## config.mk

```make
export PLATFORM = sky130hd
export DESIGN_NAME = alu_flags
export DESIGN_NICKNAME = d
export VERILOG_FILES = /design/src/rtl/alu_pkg.sv /design/src/rtl/alu_ctrl.sv /design/src/rtl/alu_datapath.sv /design/src/rtl/alu_flags.sv
export SDC_FILE = /design/constraint.sdc
export NUM_CORES = 1
export LEC_CHECK = 0
export BUFFER_PORTS_ARGS = -buffer_cell sky130_fd_sc_hd__buf_2
export CORE_MARGIN = 4
export CORE_UTILIZATION = 40
export DETAILED_ROUTE_END_ITERATION = 6
export GPL_TIMING_DRIVEN = 0
export SLEW_MARGIN = 10
export SYNTH_ARGS = -nofsm -noshare
export SYNTH_HDL_FRONTEND = slang
export SYNTH_SLANG_ARGS = --single-unit
```

## constraint.sdc

```tcl
create_clock -name clk -period 9.6 [get_ports clk]
set_input_delay 1.44 -clock clk [delete_from_list [all_inputs] [get_ports clk]]
set_output_delay 1.44 -clock clk [all_outputs]
set_load 0.01 [all_outputs]
```

## src/rtl/alu_pkg.sv

```systemverilog
package alu_pkg;
  localparam int FLAG_N_BITS = 6;
  localparam int F_C = 0;
  localparam int F_Z = 1;
  localparam int F_N = 2;
  localparam int F_V = 3;
  localparam int F_S = 4;
  localparam int F_H = 5;

  typedef enum logic [3:0] {
    OP_ADD  = 4'd0,  OP_ADDC = 4'd1,  OP_SUB  = 4'd2,  OP_SUBC = 4'd3,
    OP_AND  = 4'd4,  OP_OR   = 4'd5,  OP_XOR  = 4'd6,  OP_COM  = 4'd7,
    OP_NEG  = 4'd8,  OP_INC  = 4'd9,  OP_DEC  = 4'd10, OP_LSR  = 4'd11,
    OP_ROR  = 4'd12, OP_ASR  = 4'd13, OP_ROL  = 4'd14, OP_SWAP = 4'd15
  } op_e;

  typedef enum logic [1:0] { SEL_ADDER, SEL_LOGIC, SEL_SHIFT, SEL_SWAP } sel_e;
  typedef enum logic [1:0] { LG_AND, LG_OR, LG_XOR, LG_NOT } logic_e;
  typedef enum logic [1:0] { FILL_ZERO, FILL_CARRY, FILL_SIGN } fill_e;

  typedef struct packed {
    sel_e                   unitSel;
    logic                   subtract;
    logic                   useCarry;
    logic                   xZero;
    logic                   yOne;
    logic                   stickyZ;
    logic_e                 logicSel;
    logic                   forceC;
    fill_e                  fill;
    logic                   shiftLeft;
    logic [FLAG_N_BITS-1:0] mask;
  } ctrl_t;
endpackage

```

## src/rtl/alu_ctrl.sv

```systemverilog
module alu_ctrl
  import alu_pkg::*;
(
  input  logic [3:0] opCode,
  output ctrl_t      ctrl
);
  localparam logic [FLAG_N_BITS-1:0] M_ALL   = 6'b111111;
  localparam logic [FLAG_N_BITS-1:0] M_ZNVS  = 6'b011110;
  localparam logic [FLAG_N_BITS-1:0] M_CZNVS = 6'b011111;

  always_comb begin
    ctrl = '{unitSel: SEL_ADDER, subtract: 1'b0, useCarry: 1'b0, xZero: 1'b0,
             yOne: 1'b0, stickyZ: 1'b0, logicSel: LG_AND, forceC: 1'b0,
             fill: FILL_ZERO, shiftLeft: 1'b0, mask: '0};
    case (op_e'(opCode))
      OP_ADD:  ctrl.mask = M_ALL;
      OP_ADDC: begin ctrl.useCarry = 1'b1; ctrl.mask = M_ALL; end
      OP_SUB:  begin ctrl.subtract = 1'b1; ctrl.mask = M_ALL; end
      OP_SUBC: begin ctrl.subtract = 1'b1; ctrl.useCarry = 1'b1; ctrl.stickyZ = 1'b1; ctrl.mask = M_ALL; end
      OP_AND:  begin ctrl.unitSel = SEL_LOGIC; ctrl.logicSel = LG_AND; ctrl.mask = M_ZNVS; end
      OP_OR:   begin ctrl.unitSel = SEL_LOGIC; ctrl.logicSel = LG_OR;  ctrl.mask = M_ZNVS; end
      OP_XOR:  begin ctrl.unitSel = SEL_LOGIC; ctrl.logicSel = LG_XOR; ctrl.mask = M_ZNVS; end
      OP_COM:  begin ctrl.unitSel = SEL_LOGIC; ctrl.logicSel = LG_NOT; ctrl.forceC = 1'b1; ctrl.mask = M_CZNVS; end
      OP_NEG:  begin ctrl.subtract = 1'b1; ctrl.xZero = 1'b1; ctrl.mask = M_ALL; end
      OP_INC:  begin ctrl.yOne = 1'b1; ctrl.mask = M_ZNVS; end
      OP_DEC:  begin ctrl.subtract = 1'b1; ctrl.yOne = 1'b1; ctrl.mask = M_ZNVS; end
      OP_LSR:  begin ctrl.unitSel = SEL_SHIFT; ctrl.fill = FILL_ZERO;  ctrl.mask = M_CZNVS; end
      OP_ROR:  begin ctrl.unitSel = SEL_SHIFT; ctrl.fill = FILL_CARRY; ctrl.mask = M_CZNVS; end
      OP_ASR:  begin ctrl.unitSel = SEL_SHIFT; ctrl.fill = FILL_SIGN;  ctrl.mask = M_CZNVS; end
      OP_ROL:  begin ctrl.unitSel = SEL_SHIFT; ctrl.fill = FILL_CARRY; ctrl.shiftLeft = 1'b1; ctrl.mask = M_CZNVS; end
      default: ctrl.unitSel = SEL_SWAP;
    endcase
  end
endmodule

```

## src/rtl/alu_datapath.sv

```systemverilog
module alu_datapath
  import alu_pkg::*;
#(
  parameter int WIDTH = 8
) (
  input  ctrl_t                  ctrl,
  input  logic [WIDTH-1:0]       opA,
  input  logic [WIDTH-1:0]       opB,
  input  logic                   carryIn,
  input  logic                   zeroIn,
  output logic [WIDTH-1:0]       result,
  output logic [FLAG_N_BITS-1:0] flagVal
);
  localparam int HALF = WIDTH / 2;
  localparam int MSB  = WIDTH - 1;

  logic [WIDTH-1:0] xOp, yOp;
  logic             cinBit;
  logic [WIDTH:0]   wideSum;
  logic [HALF:0]    lowSum;
  logic [WIDTH-1:0] logicRes, shiftRes, swapRes;
  logic             fillBit;
  logic             cNew, hNew, vNew, nNew, zNew;

  assign xOp    = ctrl.xZero ? '0 : opA;
  assign yOp    = ctrl.yOne ? WIDTH'(1) : (ctrl.xZero ? opA : opB);
  assign cinBit = ctrl.useCarry & carryIn;

  always_comb begin
    if (ctrl.subtract) begin
      wideSum = {1'b0, xOp} - {1'b0, yOp} - (WIDTH+1)'(cinBit);
      lowSum  = {1'b0, xOp[HALF-1:0]} - {1'b0, yOp[HALF-1:0]} - (HALF+1)'(cinBit);
    end else begin
      wideSum = {1'b0, xOp} + {1'b0, yOp} + (WIDTH+1)'(cinBit);
      lowSum  = {1'b0, xOp[HALF-1:0]} + {1'b0, yOp[HALF-1:0]} + (HALF+1)'(cinBit);
    end
  end

  always_comb begin
    case (ctrl.logicSel)
      LG_AND:  logicRes = opA & opB;
      LG_OR:   logicRes = opA | opB;
      LG_XOR:  logicRes = opA ^ opB;
      default: logicRes = ~opA;
    endcase
  end

  always_comb begin
    case (ctrl.fill)
      FILL_CARRY: fillBit = carryIn;
      FILL_SIGN:  fillBit = opA[MSB];
      default:    fillBit = 1'b0;
    endcase
    shiftRes = ctrl.shiftLeft ? {opA[MSB-1:0], fillBit} : {fillBit, opA[MSB:1]};
  end

  assign swapRes = {opA[HALF-1:0], opA[MSB:HALF]};

  always_comb begin
    result = wideSum[WIDTH-1:0];
    cNew   = wideSum[WIDTH];
    hNew   = lowSum[HALF];
    vNew   = ctrl.subtract ? ((xOp[MSB] != yOp[MSB]) && (wideSum[MSB] != xOp[MSB]))
                           : ((xOp[MSB] == yOp[MSB]) && (wideSum[MSB] != xOp[MSB]));
    case (ctrl.unitSel)
      SEL_LOGIC: begin
        result = logicRes;
        cNew   = ctrl.forceC | carryIn;
        hNew   = 1'b0;
        vNew   = 1'b0;
      end
      SEL_SHIFT: begin
        result = shiftRes;
        cNew   = ctrl.shiftLeft ? opA[MSB] : opA[0];
        hNew   = 1'b0;
        vNew   = shiftRes[MSB] ^ cNew;
      end
      SEL_SWAP: begin
        result = swapRes;
        cNew   = carryIn;
        hNew   = 1'b0;
        vNew   = 1'b0;
      end
      default: ;
    endcase
    nNew = result[MSB];
    zNew = (result == '0) && (!ctrl.stickyZ || zeroIn);
    flagVal = '0;
    flagVal[F_C] = cNew;
    flagVal[F_Z] = zNew;
    flagVal[F_N] = nNew;
    flagVal[F_V] = vNew;
    flagVal[F_S] = nNew ^ vNew;
    flagVal[F_H] = hNew;
  end
endmodule

```

## src/rtl/alu_flags.sv

```systemverilog
module alu_flags
  import alu_pkg::*;
(
  input  logic       clk,
  input  logic       rstN,
  input  logic       opValid,
  input  logic [3:0] opCode,
  input  logic [7:0] opA,
  input  logic [7:0] opB,
  input  logic       carryIn,
  input  logic       zeroIn,
  output logic [7:0] result,
  output logic [5:0] flagVal,
  output logic [5:0] flagMask,
  output logic [5:0] statusQ
);
  ctrl_t ctrl;

  alu_ctrl u_ctrl (.opCode(opCode), .ctrl(ctrl));

  alu_datapath #(.WIDTH(8)) u_dp (
    .ctrl(ctrl), .opA(opA), .opB(opB), .carryIn(carryIn), .zeroIn(zeroIn),
    .result(result), .flagVal(flagVal)
  );

  assign flagMask = ctrl.mask;

  always_ff @(posedge clk) begin
    if (!rstN)        statusQ <= '0;
    else if (opValid) statusQ <= (statusQ & ~flagMask) | (flagVal & flagMask);
  end

  assert_sign_invariant_R10: assert property (@(posedge clk) disable iff (!rstN)
    statusQ[F_S] == (statusQ[F_N] ^ statusQ[F_V]));

  assert_idle_hold_R11: assert property (@(posedge clk) disable iff (!rstN)
    !opValid |=> $stable(statusQ));

  assert_unmasked_hold_R11: assert property (@(posedge clk) disable iff (!rstN)
    opValid |=> ((statusQ & ~$past(flagMask)) == ($past(statusQ) & ~$past(flagMask))));

  assert_swap_no_flags_R9: assert property (@(posedge clk) disable iff (!rstN)
    (opValid && opCode == OP_SWAP) |=> $stable(statusQ));

  assert_incdec_keep_carry_R7: assert property (@(posedge clk) disable iff (!rstN)
    (opValid && (opCode == OP_INC || opCode == OP_DEC)) |=> (statusQ[F_C] == $past(statusQ[F_C])));

  assert_com_sets_carry_R5: assert property (@(posedge clk) disable iff (!rstN)
    (opValid && opCode == OP_COM) |=> statusQ[F_C]);

  assert_sticky_zero_R3: assert property (@(posedge clk) disable iff (!rstN)
    (opValid && opCode == OP_SUBC && !zeroIn) |=> !statusQ[F_Z]);
endmodule

```

# Yosys cells after proc, flatten, opt, wreduce, memory -nomap -nowiden
# Index checks and enable logic that the tools add are counted.
# totals
register_bits,6
in_bits,25
word_cells,90
out_inout_bits,26
# op_classes
n_bitwise,12
addsub,8
muxes,25
eq_ne,24
reduce_logical,20
# ops
operator,count
case mux 8 bit (3 select lines),2
2-to-1 mux 8 bit,4
equality test 4 bit (second input constant),7
case mux 6 bit (3 select lines),1
equality test 4 x 3 -> 1 bit (second input constant),4
OR reduction 5 bit,3
bitwise AND 6 bit,2
case mux 2 bit (3 select lines),2
OR reduction 4 bit,3
2-to-1 mux 1 bit,10
adder 8 x 8 -> 9 bit,1
adder 9 x 1 -> 9 bit,1
2-to-1 mux 9 bit,1
subtractor 8 x 8 -> 9 bit,1
subtractor 9 x 1 -> 9 bit,1
bitwise AND 8 bit,1
equality test 2 bit (second input constant),4
equality test 4 x 2 -> 1 bit (second input constant),2
zero test 8 bit,1
inverter 8 bit,1
OR 8 bit,1
OR reduction 2 bit,4
XOR 8 bit,1
OR reduction 7 bit,1
other kinds (23),30

# Depth between registers and ports, before layout
# Gate-level depths: netlist of run 1.
# depth
ltp_word,14
depth_mapped,20
depth_no_buf,16

# Cells and area by module
# A second synthesis of run 1 with hierarchy kept.
# hier_totals
cells_unflattened,356
hier_area_um2,2651.3
# by_module_without_submodules
module,seq_area_each_um2,area_each_um2,cells_each,n_inst
alu_datapath,0.0,2167.1,289,1
alu_flags,120.1,259.0,31,1
alu_ctrl,0.0,225.2,36,1

# Worst setup path before layout of run 1
# No wires, ideal clock.
# synth_timing
path_kind,input -> output
startpoint,input port opCode[0]
endpoint,output port flagVal[1]
arrival_ns,5.797
path_stages,20
path_buffers,5
required_ns,8.160
slack_ns,2.363
path_cell_list,buf_6 -> buf_2 -> buf_1 -> buf_2 -> xnor2_1 -> nor3b_1 -> nor2_1 -> inv_1 -> fa_1 -> inv_1 -> fa_1 -> o21ai_0 -> nor2b_1 -> xor2_1 -> mux2i_1 -> a21o_1 -> or4_1 -> or3_1 -> nor2_1 -> buf_4
# synth_between
elab_chain_cells,10
# synth_rtl
element,line,text
start: declaration,alu_flags.sv:7,"input logic [3:0] opCode,"
equality test 4 bit,alu_ctrl.sv:15,case (op_e'(opCode))
2-to-1 mux 1 bit / OR reduction 2 bit (equally long branches),n/a,
2-to-1 mux 8 bit / 2-to-1 mux 1 bit (equally long branches),"alu_datapath.sv:26, alu_ctrl.sv:15",
2-to-1 mux 8 bit,alu_datapath.sv:26,assign yOp = ctrl.yOne ? WIDTH'(1) : (ctrl.xZero ? opA : opB);
adder 8 x 8 -> 9 bit / subtractor 8 x 8 -> 9 bit (equally long branches),"alu_datapath.sv:34, alu_datapath.sv:31",
adder 9 x 1 -> 9 bit / subtractor 9 x 1 -> 9 bit (equally long branches),"alu_datapath.sv:34, alu_datapath.sv:31",
2-to-1 mux 9 bit,alu_datapath.sv:30,if (ctrl.subtract) begin
case mux 8 bit (3 select lines) (*),alu_datapath.sv:65,case (ctrl.unitSel)
via result[4],alu_flags.sv:12,"output logic [7:0] result,"
zero test 8 bit (*),alu_datapath.sv:87,zNew = (result == '0) && (!ctrl.stickyZ || zeroIn);
logical AND 1 bit (*),alu_datapath.sv:87,
end: declaration,alu_flags.sv:13,"output logic [5:0] flagVal,"
# Mark *: on every way through the listed nets, which the timed path passes. The rest lies on a longest branch.

# Worst setup path in the final report of run 1
# layout_timing
startpoint,input port opCode[0]
endpoint,output port flagVal[1]
# layout_between
elab_chain_cells,10
# layout_rtl
element,line
equality test 4 bit,alu_ctrl.sv:15
2-to-1 mux 1 bit / OR reduction 2 bit (equally long branches),n/a
2-to-1 mux 8 bit / 2-to-1 mux 1 bit (equally long branches),"alu_datapath.sv:26, alu_ctrl.sv:15"
2-to-1 mux 8 bit,alu_datapath.sv:26
adder 8 x 8 -> 9 bit / subtractor 8 x 8 -> 9 bit (equally long branches),"alu_datapath.sv:34, alu_datapath.sv:31"
adder 9 x 1 -> 9 bit / subtractor 9 x 1 -> 9 bit (equally long branches),"alu_datapath.sv:34, alu_datapath.sv:31"
2-to-1 mux 9 bit,alu_datapath.sv:30
case mux 8 bit (3 select lines),alu_datapath.sv:65
zero test 8 bit,alu_datapath.sv:87
logical AND 1 bit (*),alu_datapath.sv:87
# Every way passes the cells marked *; elsewhere a longest branch is shown, timed or not.

==> results of run 1 <==
cells in the final DEF, fill, tap and decap left out, drive strengths merged, types with 7 or more instances in the layout:
cell / netlist / layout
ha: 37 / 37
a211oi: 10 / 10
nor3: 7 / 7
mux2i: 13 / 13
buf: 18 / 66
a21oi: 25 / 25
clkbuf: 8 / 11
o21ai: 13 / 13
nor2: 29 / 29
nand2: 46 / 46
inv: 47 / 47
xnor2: 12 / 12
synth_stat cells, drive strengths merged (2+ instances only):
cell	instances	area (sq um)
nor3	7	35.0
nand3	3	15.0
a22oi	3	22.5
ha	37	463
nor3b	3	22.5
a2bb2oi	2	17.5
o211a	2	20.0
dfxtp	6	120
nor2b	6	37.5
nand4b	2	17.5
o22ai	6	37.5
inv	47	176
buf	18	119
xnor2	12	105
and3	3	23.8
o21ai	13	65.1
clkbuf	8	30.0
nand2	46	173
a21o	2	15.0
fa	4	80.1
a21oi	25	125
a211oi	10	75.1
nand4	2	12.5
nor4	2	12.5
nor2	29	109
o211ai	3	22.5
a221oi	2	17.5
mux2i	13	130
nand2b	6	37.5
or3	3	18.8
mux4	5	116
and2	2	12.5
xor2	5	43.8
worst paths after layout:
path,endpoint,slack [ns],cells past startpoint
worst max-delay path,flagVal[1],1.33,21
worst max register to register,flop,8.74,2
worst min-delay path,flop,0.46,2
worst min register to register,flop,0.46,2
cell type report:
cell class,count,area share
inverter,47,0.0610
buffer,26,0.0515
tap,75,0.0325
timing repair buffer,48,0.0831
multi-input combinational,277,0.716
sequential,6,0.0415
clock buffer,3,0.0143
metrics by stage:
stage          instance area (sq um)  power (W)  worst slack [ns]
2_1_floorplan                   2520   0.000164              2.36
3_3_place_gp                    2850   0.000214              1.26
3_5_place_dp                    2850   0.000216              1.28
4_1_cts                         2890   0.000254              1.27
5_1_grt                         2890   0.000278             0.771
6_report                        2890   0.000253              1.33
worst register-to-register path, delay by kind of cell, from the launching register on:
family / cells / cell delay, ns
flops: 1 / 0.29
simple gates: 1 / 0.14
compound gates: 1 / 0.31
power by group:
group          leakage [nW]  internal (W)  switching (W)
logic                  1.40     0.0000827       0.000106
clock network        0.0216     0.0000268     0.00000974
registers            0.0491     0.0000271    0.000000735
logic make-up after synthesis:
family,count (synthesis),synth area share
compound gates,79,0.209
xor+xnor,18,0.0681
fa+ha+maj,41,0.216
buf+inv,73,0.129
flops,6,0.0477
mux,18,0.0980
simple gates,121,0.232
per-layer routing:
metal	track usage	wire, um
met1	0.265	3320
met2	0.322	3380
met5	0	0
met3	0.0161	429
met4	0.0363	57
==> results_dict.tcl, run 1 <==
set metrics [dict create \
    status "finished, final reports clean" \
    fin_tns_setup_ns 0 \
    cpLargestDelayFamily "simple AND/OR/NAND/NOR gates" \
    critPathMaxStageDelay_ns 0.89 \
    clkLatencyLatePin_ns 0.22 \
    cts_tree "yes" \
    ys.flop_type "dfxtp_1" \
    fin_crit_sh 0.861 \
    synth_edf_count 0 \
    register_area_sq_um 120 \
    cts_num_sinks 6 \
    clk_path_buf_depth 2 \
    fin_crit_ns 8.27 \
    power_density_mw_per_mm2 87.4 \
    start_util 0.418 \
    start_kind "primary input" \
    num-nets-final 475 \
    tightest_slew_ns 1.12 \
    worstPathCellList "buf_6, buf_2, buf_1, buf_2, xnor2_1, nor3b_1, nor2_1, inv_1, fa_1, inv_1, fa_1, o21ai_0, nor2b_1, xor2_1, mux2i_1, a21o_1, or4_1, or3_1, nor2_1, buf_4, buf_2" \
    yosysWarnings 0 \
    io_buffers 48 \
    hold_ws_ns 0.455 \
    fp.dieH_um 87.3 \
    numCtsBuffers 3 \
    final_layout_size_suffix_gt1_frac 0.182 \
    setup-violations-final 0 \
    antenna_found_initial 0 \
    yosysUniqueCellTypes 57 \
    fmax_mhz 121 \
    drtIter0Drc 165 \
    ys_seq_area_frac 0.0477 \
    stdcell_count 482 \
    cp_common_cell "buf_2" \
    globalRouteOverflowTotal 0 \
    grt_setup_unrepaired "false" \
    crit_required_ns 8.16 \
    hold_viol 0 \
    fill_cells 643 \
    syn_inst 356 \
    die_width_um 87.3 \
    cts.htree.levels 1 \
    wire_per_inst_um 14.9 \
    synthesis.nets 422 \
    row_count 28 \
    holdBufCountCts 0 \
    drc 0 \
    path_class "in -> out" \
    crit_buf_inv 8 \
    grt_start_max_net_pins 11 \
    slew_headroom 0.254 \
    ant_nets 0 \
    ios 51 \
    dieArea_sq_mm 0.00762 \
    cts_setup_buffers 0 \
    endpoint_kind "output pin" \
    synth_seq_cells 6 \
    first_pass_iters 4 \
    routed_wirelength_mm 7.18 \
    utilization 0.480 \
    syn_area_per_cell_sq_um 7.07 \
    hp-class "reg -> reg" \
    dp_cells 479 \
    core_sq_mm 0.00603 \
    crit_slowest_cell "nor3b_1" \
    critPathArrivalTime_ns 6.83 \
    cts_root_buf "clkbuf_8" \
    num_vias 2613 \
    power_leakage_nw 1.47 \
    n_antenna_cell 0 \
    track_usage 0.191 \
    multi_input_area_sq_mm 0.00207 \
    crit_start "opCode[0]" \
    fin_worst_skew_ns 0 \
    grt_pass1_vias 2423 \
    ctsResizeCount 0 \
    syn_area_sq_mm 0.00252 \
    peakVddDrop_mv 0.0861 \
    drv_cap 0 \
    finalMaxSlewViolations 0 \
    synthArstFlopShare 0 \
    clk_pin_slew_worst_paths_ns 0.03 \
    dp_hpwl_mm 6.00 \
    path_max_fanout 10 \
    area_growth_pct 14.9 \
    grt_first_pass_wirelength_mm 11.8 \
    gp_congestion 0.903 \
    via_per_inst 5.42 \
]
(Power assumes the default switching activity.)
==> run 2: changes to the inputs <==
Settings changed: CTS_BUF_LIST set to sky130_fd_sc_hd__clkbuf_16.
==> run 2 against run 1 <==
Net effect:
- via count grew 0.65%
- clock power rose by 86%
- combinational power hardly changed
- highest routed layer unchanged
- utilization grew 0.56 points
- sequential share of layout area hardly changed
- worst hold slack hardly changed
- clock skew unchanged
- final area is 1.2% higher
- worst setup slack got worse by 0.014 ns
==> results_dict.tcl, run 2 (synthesis gave the netlist of run 1 again) <==
set metrics [dict create \
    status "finished, final reports clean" \
    clk_pin_slew_worst_paths_ns 0.03 \
    cts_setup_buffers 0 \
    area_growth_pct 16.3 \
    worstPathCellList "buf_6, buf_2, buf_1, buf_2, xnor2_1, nor3b_1, nor2_1, inv_1, fa_1, inv_1, fa_1, o21ai_0, nor2b_1, xor2_1, mux2i_1, a21o_1, or4_1, or3_1, nor2_1, buf_4, buf_2" \
    hp-class "reg -> reg" \
    cts.htree.levels 1 \
    numCtsBuffers 3 \
    routed_wirelength_mm 7.24 \
    tightest_slew_ns 1.11 \
    setup.worst_path.end "flagVal[1]" \
    r2r_cells 2 \
    core_sq_mm 0.00603 \
    crit_buf_inv 8 \
    clkLatencyLatePin_ns 0.23 \
    antenna_found_initial 0 \
    peakVddDrop_mv 0.118 \
    wire_per_inst_um 15.0 \
    setup-violations-final 0 \
    worst-path-stages 21 \
    dieArea_sq_mm 0.00762 \
    cts_root_buf "clkbuf_16" \
    grt_setup_unrepaired "false" \
    cts_tree "yes" \
    grt_start_max_net_pins 11 \
    endpoint_kind "output pin" \
    power_density_mw_per_mm2 97.1 \
    ant_nets 0 \
    path_max_fanout 10 \
    start_util 0.418 \
    row_count 28 \
    via_per_inst 5.46 \
    layout_commonest_cell "buf_2" \
    fin_crit_ns 8.28 \
    fp.dieH_um 87.3 \
    final_layout_size_suffix_gt1_frac 0.182 \
    start_kind "primary input" \
    first_pass_iters 4 \
    crit_start "opCode[0]" \
    cpLargestDelayFamily "simple AND/OR/NAND/NOR gates" \
    dpl-instance-area_sq_mm 0.00285 \
    cts_num_sinks 6 \
    drtIter0Drc 143 \
    path_class "in -> out" \
    io_buffers 48 \
    drc 0 \
    ios 51 \
    grt_pass1_vias 2426 \
    num-nets-final 475 \
    finalMaxSlewViolations 0 \
    critPathMaxStageDelay_ns 0.89 \
    fin_worst_skew_ns 0 \
    clk_path_buf_depth 2 \
    hold_viol 0 \
    die_width_um 87.3 \
    fin_area_sq_mm 0.00293 \
    hold_ws_ns 0.455 \
    drv_cap 0 \
    cp_common_cell "buf_2" \
    ctsResizeCount 0 \
    utilization 0.485 \
    mostFrequentLayoutCells "53 x buf_2, 47 x inv_1, 46 x nand2_1" \
    track_usage 0.192 \
    critPathArrivalTime_ns 6.84 \
    gp_congestion 0.903 \
    grt_first_pass_wirelength_mm 11.8 \
    total_power_w 0.000284 \
    dp_hpwl_mm 6.00 \
    crit_slowest_cell "nor3b_1" \
    fin_tns_setup_ns 0 \
    n_antenna_cell 0 \
    globalRouteOverflowTotal 0 \
    num_vias 2630 \
    fin_crit_sh 0.862 \
    fmax_mhz 121 \
    power_leakage_nw 1.48 \
    crit_required_ns 8.16 \
    reg2reg_slack_ns 8.74 \
    slew_headroom 0.257 \
    holdBufCountCts 0 \
]
==> run 2: worst min-delay path by stage <==
stage          depth (start not counted)  slack, ns  endpoint  startpoint
6_report                               2       0.46      flop        flop
5_1_grt                                2       0.48      flop        flop
4_1_cts                                2       0.46      flop        flop
3_5_place_dp                           2       0.45      flop        flop
3_3_place_gp                           2       0.45      flop        flop
2_1_floorplan                          2       0.49      flop        flop
==> run 2: per-layer routing <==
metal / part of all wire / vias to the layer above / track usage
li1: - / 1328 / -
met1: 0.47 / 1220 / 0.264
met2: 0.46 / 74 / 0.323
met3: 0.056 / 8 / 0.0161
met4: 0.011 / 0 / 0.0446
met5: 0 / - / 0
==> run 2: final cells by class <==
class                   count  area, sq um
plain buffers              26          149
fillers                   636         3100
multi-input cells         277         2070
repair buffers             48          240
flip-flops and latches      6          120
well taps                  75         93.8
inverters                  47          176
clock buffers               3         75.1
==> run 2: worst register-to-register path: stages, from the launching register on <==
cell and delay, ns:
dfxtp_1 0.29, and3_1 0.14, a311o_1 0.31
==> run 2: through the flow <==
step | cells | setup slack, ns
3_3_place_gp | 479 | 1.26
6_report | 482 | 1.32
2_1_floorplan | 356 | 2.36
5_1_grt | 482 | 0.771
3_5_place_dp | 479 | 1.28
4_1_cts | 482 | 1.27
==> run 2: where the power goes <==
group | total (W) | switching [W] | internal, W
sequential | 0.0000278 | 0.000000740 | 0.0000271
combinational | 0.000188 | 0.000106 | 0.0000827
clock | 0.0000679 | 0.0000144 | 0.0000535
total | 0.000284 | 0.000121 | 0.000163
